--- config.mk ---
export PLATFORM = sky130hd
export DESIGN_NAME = srpt_top
export DESIGN_NICKNAME = d
export VERILOG_FILES = /design/src/rtl/srpt_pkg.sv /design/src/rtl/srpt_index.sv /design/src/rtl/srpt_table.sv /design/src/rtl/srpt_fsm.sv /design/src/rtl/srpt_top.sv
export SDC_FILE = /design/constraint.sdc
export NUM_CORES = 2
export LEC_CHECK = 0
export BUFFER_PORTS_ARGS = -buffer_cell sky130_fd_sc_hd__buf_4
export CAP_MARGIN = 15
export CELL_PAD_IN_SITES_DETAIL_PLACEMENT = 1
export CELL_PAD_IN_SITES_GLOBAL_PLACEMENT = 2
export CORE_ASPECT_RATIO = 1.25
export CORE_MARGIN = 5
export CORE_UTILIZATION = 48
export CTS_CLUSTER_DIAMETER = 40
export DETAILED_ROUTE_END_ITERATION = 7
export PLACE_DENSITY_LB_ADDON = 0.1
export SLEW_MARGIN = 20
export SYNTH_ARGS = -nofsm -noshare
export SYNTH_HDL_FRONTEND = slang
export SYNTH_HIERARCHICAL = 1
export SYNTH_SLANG_ARGS = --single-unit
--- constraint.sdc ---
create_clock -name clk -period 10.6 [get_ports clk]
set_input_delay 1.06 -clock clk [delete_from_list [all_inputs] [get_ports clk]]
set_output_delay 1.06 -clock clk [all_outputs]
set_load 0.05 [all_outputs]
--- src/rtl/srpt_pkg.sv ---
package srpt_pkg;

    typedef enum logic [1:0] {
        ST_INIT   = 2'd0,
        ST_TRANS  = 2'd1,
        ST_STEADY = 2'd2,
        ST_NOPRED = 2'd3
    } rpt_state_e;

endpackage

--- src/rtl/srpt_index.sv ---
module srpt_index #(
    parameter int PC_W   = 32,
    parameter int PC_LSB = 2,
    parameter int IDX_W  = 4,
    parameter int TAG_W  = PC_W - IDX_W - PC_LSB
) (
    input  logic [PC_W-1:0]  pc,
    output logic [IDX_W-1:0] idx,
    output logic [TAG_W-1:0] tag
);

    assign idx = pc[PC_LSB +: IDX_W];
    assign tag = pc[PC_W-1 -: TAG_W];

    generate
        if (PC_LSB > 0) begin : g_lsb
            // low bits select bytes within an instruction word
            logic unused_lsb;
            assign unused_lsb = ^pc[PC_LSB-1:0];
        end
    endgenerate

endmodule

--- src/rtl/srpt_table.sv ---
module srpt_table
    import srpt_pkg::*;
#(
    parameter int ENTRIES = 16,
    parameter int IDX_W   = 4,
    parameter int TAG_W   = 26,
    parameter int ADDR_W  = 32
) (
    input  logic              clk,
    input  logic              rst_n,
    input  logic [IDX_W-1:0]  rd_idx,
    output logic              rd_valid,
    output logic [TAG_W-1:0]  rd_tag,
    output logic [ADDR_W-1:0] rd_prev,
    output logic [ADDR_W-1:0] rd_stride,
    output rpt_state_e        rd_state,
    input  logic              wr_en,
    input  logic [IDX_W-1:0]  wr_idx,
    input  logic [TAG_W-1:0]  wr_tag,
    input  logic [ADDR_W-1:0] wr_prev,
    input  logic [ADDR_W-1:0] wr_stride,
    input  rpt_state_e        wr_state
);

    logic [ENTRIES-1:0] vld_q;
    logic [TAG_W-1:0]   tag_q    [ENTRIES];
    logic [ADDR_W-1:0]  prev_q   [ENTRIES];
    logic [ADDR_W-1:0]  stride_q [ENTRIES];
    rpt_state_e         state_q  [ENTRIES];

    always_ff @(posedge clk) begin
        if (!rst_n) begin
            vld_q <= '0;
            for (int e = 0; e < ENTRIES; e++) begin
                state_q[e]  <= ST_INIT;
                stride_q[e] <= '0;
            end
        end else if (wr_en) begin
            vld_q[wr_idx]    <= 1'b1;
            state_q[wr_idx]  <= wr_state;
            stride_q[wr_idx] <= wr_stride;
        end
    end

    always_ff @(posedge clk) begin
        if (wr_en) begin
            tag_q[wr_idx]  <= wr_tag;
            prev_q[wr_idx] <= wr_prev;
        end
    end

    always_comb begin
        rd_valid  = vld_q[rd_idx];
        rd_tag    = tag_q[rd_idx];
        rd_prev   = prev_q[rd_idx];
        rd_stride = stride_q[rd_idx];
        rd_state  = state_q[rd_idx];
    end

endmodule

--- src/rtl/srpt_fsm.sv ---
module srpt_fsm
    import srpt_pkg::*;
#(
    parameter int ADDR_W = 32
) (
    input  logic              hit,
    input  rpt_state_e        cur_state,
    input  logic [ADDR_W-1:0] cur_stride,
    input  logic [ADDR_W-1:0] cur_prev,
    input  logic [ADDR_W-1:0] addr,
    output rpt_state_e        nxt_state,
    output logic [ADDR_W-1:0] nxt_stride,
    output logic              stride_eq,
    output logic              fire,
    output logic [ADDR_W-1:0] target
);

    logic [ADDR_W-1:0] obs_stride;

    assign obs_stride = addr - cur_prev;
    assign stride_eq  = (obs_stride == cur_stride);

    // next-state process
    always_comb begin
        nxt_state  = ST_INIT;
        nxt_stride = '0;
        if (hit) begin
            unique case (cur_state)
                ST_INIT: begin
                    nxt_state  = stride_eq ? ST_STEADY : ST_TRANS;
                    nxt_stride = stride_eq ? cur_stride : obs_stride;
                end
                ST_TRANS: begin
                    nxt_state  = stride_eq ? ST_STEADY : ST_NOPRED;
                    nxt_stride = stride_eq ? cur_stride : obs_stride;
                end
                ST_STEADY: begin
                    nxt_state  = stride_eq ? ST_STEADY : ST_INIT;
                    nxt_stride = cur_stride;
                end
                ST_NOPRED: begin
                    nxt_state  = stride_eq ? ST_TRANS : ST_NOPRED;
                    nxt_stride = stride_eq ? cur_stride : obs_stride;
                end
                default: begin
                    nxt_state  = ST_INIT;
                    nxt_stride = '0;
                end
            endcase
        end
    end

    // output process
    always_comb begin
        fire   = hit
              && (nxt_state == ST_STEADY || nxt_state == ST_TRANS)
              && (nxt_stride != '0);
        target = addr + nxt_stride;
    end

endmodule

--- src/rtl/srpt_top.sv ---
module srpt_top
    import srpt_pkg::*;
#(
    parameter int PC_W    = 32,
    parameter int ADDR_W  = 32,
    parameter int ENTRIES = 16,
    parameter int PC_LSB  = 2
) (
    input  logic              clk,
    input  logic              rst_n,
    input  logic              req_valid,
    input  logic [PC_W-1:0]   req_pc,
    input  logic [ADDR_W-1:0] req_addr,
    output logic              pf_valid,
    output logic [ADDR_W-1:0] pf_addr
);

    localparam int IDX_W = $clog2(ENTRIES);
    localparam int TAG_W = PC_W - IDX_W - PC_LSB;

    logic [IDX_W-1:0]  lk_idx;
    logic [TAG_W-1:0]  lk_tag;
    logic              ent_valid;
    logic [TAG_W-1:0]  ent_tag;
    logic [ADDR_W-1:0] ent_prev;
    logic [ADDR_W-1:0] cur_stride;
    rpt_state_e        cur_state;
    logic              lk_hit;
    rpt_state_e        nxt_state;
    logic [ADDR_W-1:0] nxt_stride;
    logic              stride_eq;
    logic              fire;
    logic [ADDR_W-1:0] target;

    srpt_index #(
        .PC_W   (PC_W),
        .PC_LSB (PC_LSB),
        .IDX_W  (IDX_W),
        .TAG_W  (TAG_W)
    ) u_index (
        .pc  (req_pc),
        .idx (lk_idx),
        .tag (lk_tag)
    );

    srpt_table #(
        .ENTRIES (ENTRIES),
        .IDX_W   (IDX_W),
        .TAG_W   (TAG_W),
        .ADDR_W  (ADDR_W)
    ) u_table (
        .clk       (clk),
        .rst_n     (rst_n),
        .rd_idx    (lk_idx),
        .rd_valid  (ent_valid),
        .rd_tag    (ent_tag),
        .rd_prev   (ent_prev),
        .rd_stride (cur_stride),
        .rd_state  (cur_state),
        .wr_en     (req_valid),
        .wr_idx    (lk_idx),
        .wr_tag    (lk_tag),
        .wr_prev   (req_addr),
        .wr_stride (nxt_stride),
        .wr_state  (nxt_state)
    );

    assign lk_hit = ent_valid && (ent_tag == lk_tag);

    srpt_fsm #(
        .ADDR_W (ADDR_W)
    ) u_fsm (
        .hit        (lk_hit),
        .cur_state  (cur_state),
        .cur_stride (cur_stride),
        .cur_prev   (ent_prev),
        .addr       (req_addr),
        .nxt_state  (nxt_state),
        .nxt_stride (nxt_stride),
        .stride_eq  (stride_eq),
        .fire       (fire),
        .target     (target)
    );

    always_ff @(posedge clk) begin
        if (!rst_n) begin
            pf_valid <= 1'b0;
            pf_addr  <= '0;
        end else begin
            pf_valid <= req_valid && fire;
            pf_addr  <= target;
        end
    end

endmodule

Yosys cells after proc, flatten, opt, wreduce, memory -nomap -nowiden:

Memories as Yosys holds them, arrays and structs flattened.
Index checks and enable logic that the tools add are counted.

* reduce and logical (&&, ||, !) cells: 11
* bitwise operators: 1
* add/subtract/negate cells: 2
* multiplexer cells: 24
* eq/ne operators: 7
* $lt $le $gt $ge: 2

Operator list (number)
* $mux 32: 3
* $pmux 32 s2: 1
* $add 32x32->32: 1
* $eq 32x32->1: 1
* $reduce_bool 32->1: 1
* $reduce_or 32->1: 1
* $sub 32x32->32: 1
* $eq 26x26->1: 1
* $or 16x16->16: 1
* $mux 1: 10
* $mux 2: 5
* $mux 4: 2
* $pmux 2 s4: 1
* $eq 2x2->1 const B: 3
* $logic_and 1x1->1: 5
* $lt 4x5->1 const B: 1
* $bmux 1 s4: 1
* $demux 1 s4: 1
* $eq 2x1->1 const B: 2
* $ge 4x1->1 const B: 1
* $reduce_or 3->1: 1
* $logic_not 2->1: 1
* $reduce_or 2->1: 1
* $logic_or 1x1->1: 1

* memories: 4
* register bits: 49
* input bits: 67
* bits in writable memories: 1472

Memories
* u_table.prev_q: depth 16, bits a word 32, rd ports 1, clocked after Yosys merged registers in 0, write ports 1, RTL line srpt_table.sv:27 `logic [ADDR_W-1:0] prev_q [ENTRIES];`
* u_table.stride_q: depth 16, bits a word 32, rd ports 1, clocked after Yosys merged registers in 0, write ports 16, RTL line srpt_table.sv:28 `logic [ADDR_W-1:0] stride_q [ENTRIES];`
* u_table.tag_q: depth 16, bits a word 26, rd ports 1, clocked after Yosys merged registers in 0, write ports 1, RTL line srpt_table.sv:26 `logic [TAG_W-1:0] tag_q [ENTRIES];`
* u_table.state_q: depth 16, bits a word 2, rd ports 1, clocked after Yosys merged registers in 0, write ports 16, RTL line srpt_table.sv:29 `rpt_state_e state_q [ENTRIES];`

Longest topological paths before layout:

An unclocked memory read counts as a cell.

* word-level depth: 11
* mapped depth: 41

Cells and area by module:

The synthesis kept the hierarchy.

Modules (own cells, without submodules)
* srpt_table: instances 1, area each 59417.0 um^2, cells an instance 2977
* srpt_fsm: instances 1, area each 5370.2 um^2, cells an instance 759
* srpt_top: instances 1, area each 1168.6 um^2, cells an instance 104
* srpt_index: instances 1, area each 225.2 um^2, cells an instance 30

Worst setup path after synthesis:

OpenSTA, ideal clock, no wires.

* kind: input to register
* start: input port req_pc[2]
* end: register pf_addr[30]
* arrival: 8.479 ns
* library setup time: 0.115 ns
* path slack: 2.006 ns
* stages: 37
* path buffers: 7
* data required time: 10.485 ns
* cells stage by stage: buf_4 -> buf_2 -> buf_2 -> buf_2 -> mux4_2 -> a22oi_1 -> nand2_1 -> ha_1 -> fa_1 -> nand2b_1 -> a211oi_2 -> o21ai_2 -> a2111oi_4 -> o211a_1 -> nor2_2 -> xnor2_1 -> and4bb_1 -> nor4b_4 -> nor2_1 -> buf_4 -> buf_2 -> buf_2 -> mux2i_1 -> nor2b_1 -> ha_1 -> nor2b_1 -> o21ai_0 -> nand2b_1 -> a2111o_1 -> a31oi_4 -> o21ai_2 -> o31ai_4 -> a31oi_1 -> a41o_1 -> o221ai_2 -> xnor2_1 -> and2_1

* cells in the longest elaborated chain, start to end: 7
* elaborated cells between the ends (all ways): 19

RTL lines
* start, declared: RTL line srpt_top.sv:12 `input logic [PC_W-1:0] req_pc,`
* $mem_v2 16x32
* named net ent_prev[0]: RTL line srpt_top.sv:25 `logic [ADDR_W-1:0] ent_prev;`
* $sub 32x32->32: RTL line srpt_fsm.sv:20 `assign obs_stride = addr - cur_prev;`
* $eq 32x32->1: RTL line srpt_fsm.sv:21 `assign stride_eq = (obs_stride == cur_stride);`
* named net stride_eq: RTL line srpt_top.sv:31 `logic stride_eq;`
* $mux 32: RTL line srpt_fsm.sv:31, srpt_fsm.sv:35, srpt_fsm.sv:43
* $pmux 32 s2: RTL line srpt_fsm.sv:28 `unique case (cur_state)`
* $mux 32: RTL line srpt_fsm.sv:27 `if (hit) begin`
* named net nxt_stride[8]: RTL line srpt_top.sv:30 `logic [ADDR_W-1:0] nxt_stride;`
* $add 32x32->32: RTL line srpt_fsm.sv:58 `target = addr + nxt_stride;`
* named net target[30]: RTL line srpt_top.sv:33 `logic [ADDR_W-1:0] target;`
* end signal, assigned: RTL line srpt_top.sv:91 `pf_addr <= target;`
* end, declared: RTL line srpt_top.sv:15 `output logic [ADDR_W-1:0] pf_addr`

The timed path passes the listed nets, and every way through them passes these cells. The select of a mux whose other input is x is not followed.
A chain may end at the register's enable or synchronous reset.

Worst setup path after layout:

* start: input port req_pc[3]
* end: register pf_addr[30]

Same word-level chain as after synthesis.

==> run summary <==
- **most frequent cells in the layout** 1,472 x edfxtp_1, 589 x and2_1, 372 x mux4_2
- **Static Leak** 25.94 nW
- **final hold violations** 0
- **final-report max-slew violation count** 0
- **run status** complete, no violations
- **average routed wire per standard cell** 32.21 microns
- **post-cts gate resize count** 0
- **y dimension of the die** 425.1 microns
- **drt via density** 6.131
- **Data required, critical path** 11.27 ns
- **Layout Skew** 0.04049 ns
- **synthesized cell area** 66,180 sq um
- **CORE AREA** 137,100 sq um
- **unrepaired setup endpoints after global routing** no
- **standard-cell rows** 152
- **Worst Hold Slack** 0.4538 ns
- **I/O pin total** 100
- **GRT Util Overall** 26.48%
- **Final Routed Wirelength** 192.3 mm
- **drt pass-1 iters** 7
- **Critical Path Sink Type** flip-flop
- **number of buffers inserted by post-CTS setup repair** 0
- **slew at the pin closest to its max-slew limit** 1.118 ns
- **clock transition at the registers of the reported paths** 0.05 ns
- **Inserted Clock Buffers** 167
- **Final ANT Viol Nets** 0
- **number of synthesized flops with an enable pin** 1,472
- **worst min path class** reg -> reg
- **DRC** 0
- **clock tree from TritonCTS** yes
- **Warnings, synthesis** 6
- **VDD IR-drop max** 0.0001424 V
- **NumNets Final** 4,113
- **share of final-layout standard cells stronger than drive strength 1** 22.86%
- **Final period util** 86.37%
- **synthesized net count** 4,001
- **clk sink count** 1,521
- **die area** 145,400 sq um
- **proportion of synthesized flip-flops having asynchronous set or reset** 0%
- **clock root buffer** clkbuf_16
- **number of global-route vias before repair** 39,700
- **count of buffers from port buffering** 97
- **global-route wire length before repair** 277.5 mm
- **total of endpoints with negative setup slack in the final report** 0
- **post-synthesis sequential area ratio** 68.27%
- **number of library cell types mapped by synthesis** 91
- **most common library cell in the layout ignoring fill and taps** edfxtp_1
- **max-cap violation count** 0
- **number of antenna violations at the first check in global routing** 10
- **initial standard-cell utilization of the core** 48.26%
- **total negative slack** 0 ns
- **width of the die** 342.1 microns
- **critical-path cell with the highest stage delay** buf_8
- **Max transition margin** 25.48%
- **GPL Wtd Cong** 0.8441
- **Filler Cells Inserted** 12,300
- **maximum number of pins on one net before global-route repair** 89
- **category of the most critical setup path** in -> reg
- **Hold Buf Count CTS** 0
- **total via count after detailed routing** 36,600
- **cells after synthesis** 3,870
- **CP max FO** 86
- **maximum count of clock buffers along a single path** 3
- **element type at the critical path start** primary input
- **GRT Residual Overflow** 0
- **half-perimeter wire length of the detailed placement result** 110.9 mm
- **synthesized area divided by synthesized cell count** 17.10 sq um
- **largest incremental delay on the critical path** 0.59 ns
- **Top FF cell, synth** edfxtp_1
- **Power per Cell Area** 184.9 nW/um^2
- **Min Clock Period, post-route** 9.155 ns
- **maximum frequency from static timing analysis** 0.1092 GHz
- **number of DRC markers after the initial detailed-route iteration** 3,022
- **flip-flop and latch count after synthesis** 1,521
- **data arrival time of the critical path** 9.82 ns
- **clk_lat worst skew** 0.80 ns
- **count of H-tree levels built during CTS** 4
- **Area Growth Syn to Fin** 13.25%
-- metal layers --
layer  wire length, microns  vias up  track usage, %
met5                      0        -               0
met4                   5773        0           8.200
met3                  10050      283           3.861
met2                  98810     1155           46.02
met1                  77670    19830           34.73
li1                       -    15340               -
-- report_power, final --
part           total (mW)  internal (mW)  switching (mW)
Sequential           6.80           6.75          0.0434
Combinational        1.24          0.453           0.785
Clock                5.82           3.42            2.40
-- critical path: cells and delay by family --
family / cells / cell delay (ns)
xor gates and xnor gates: 1 / 0.11
and+or+nand+nor: 13 / 3.05
buffers and inverters: 3 / 1.23
adders and majority gates: 2 / 0.79
AOI/OAI and AO/OA: 11 / 2.68
muxes: 3 / 0.78
-- layout make-up --
| type | count | area, sq um | share of cell area, % |
|---|---|---|---|
| antenna | 6 | 15.01 | 0.02003 |
| clock buffer | 200 | 4355 | 5.811 |
| clock inverter | 103 | 1186 | 1.583 |
| inverter | 43 | 161.4 | 0.2153 |
| multi-input combinational | 2026 | 19900 | 26.55 |
| sequential | 1521 | 45180 | 60.28 |
| tap | 1848 | 2312 | 3.085 |
| timing repair buffer | 223 | 1839 | 2.454 |
-- stage by stage --
step / util (%) / total power [mW] / cell area, sq um / worst slack [ns] / cells
floorplan: - / 7.715 / 66180 / 2.006 / 3870
global placement: 50.60 / 8.114 / 69390 / 0.5131 / 5661
detailed placement: 50.61 / 8.160 / 69390 / 0.3882 / 5661
CTS: 54.65 / 13.98 / 74930 / 1.215 / 5964
global route: 54.65 / 14.34 / 74940 / 1.031 / 5965
finish: 54.66 / 13.86 / 74950 / 1.445 / 5970
-- sequential cells by signal, indices dropped and copies added, names as in the netlist --
register and cells:
u_table/tag_q 416, u_table/stride_q 512, pf_addr 32, u_table/state_q 32, pf_valid 1, u_table/vld_q 16, u_table/prev_q 512
-- synthesized netlist by cell type (8+ instances only) --
library cell,n,area share [%]
edfxtp_1,1472,67
and2_1,590,5.6
mux4_2,372,13
a22oi_1,186,2.1
clkbuf_1,169,0.96
nand2_1,165,0.94
xnor2_1,90,1.2
nor2_1,83,0.47
ha_1,63,1.2
a21oi_1,62,0.47
buf_2,59,0.45
dfxtp_1,49,1.5
o21ai_0,48,0.36
inv_1,43,0.24
a21o_1,41,0.47
nor2b_1,36,0.34
buf_4,33,0.37
mux2i_1,27,0.41
nand4_1,22,0.21
xor2_1,22,0.29
nand3_1,20,0.15
nor3_1,16,0.12
a31oi_1,11,0.10
buf_6,11,0.19
nand2b_1,11,0.10
nor4_1,10,0.095
o21a_1,10,0.11
and4_1,8,0.11
o21ai_1,8,0.061
-- cell families (layout without fill, tap and decap cells) --
| kind of cell | count (synthesis) | after routing | synth area share, % |
|---|---|---|---|
| XOR/XNOR | 121 | 121 | 1.792 |
| AO/OA/AOI/OAI | 431 | 431 | 4.647 |
| adder cells (fa/ha/maj) | 65 | 65 | 1.236 |
| AND/OR/NAND/NOR | 1006 | 1006 | 8.653 |
| buffers and inverters | 323 | 569 | 2.257 |
| multiplexers | 403 | 403 | 13.14 |
| other | 0 | 6 | 0 |
| flip-flops | 1521 | 1521 | 68.27 |
-- worst paths after layout --
| path | to | startpoint | cells past startpoint | slack, ns |
|---|---|---|---|---|
| worst min register to register | u_table/vld_q[4] | u_table/vld_q[4] | 1 | 0.45 |
| worst max register to register | pf_addr[30] | u_table/prev_q[3][0] | 31 | 2.11 |
| worst min-delay path | u_table/vld_q[4] | u_table/vld_q[4] | 1 | 0.45 |
| worst max-delay path | pf_addr[30] | req_pc[3] | 33 | 1.44 |
(Power assumes the default switching activity.)
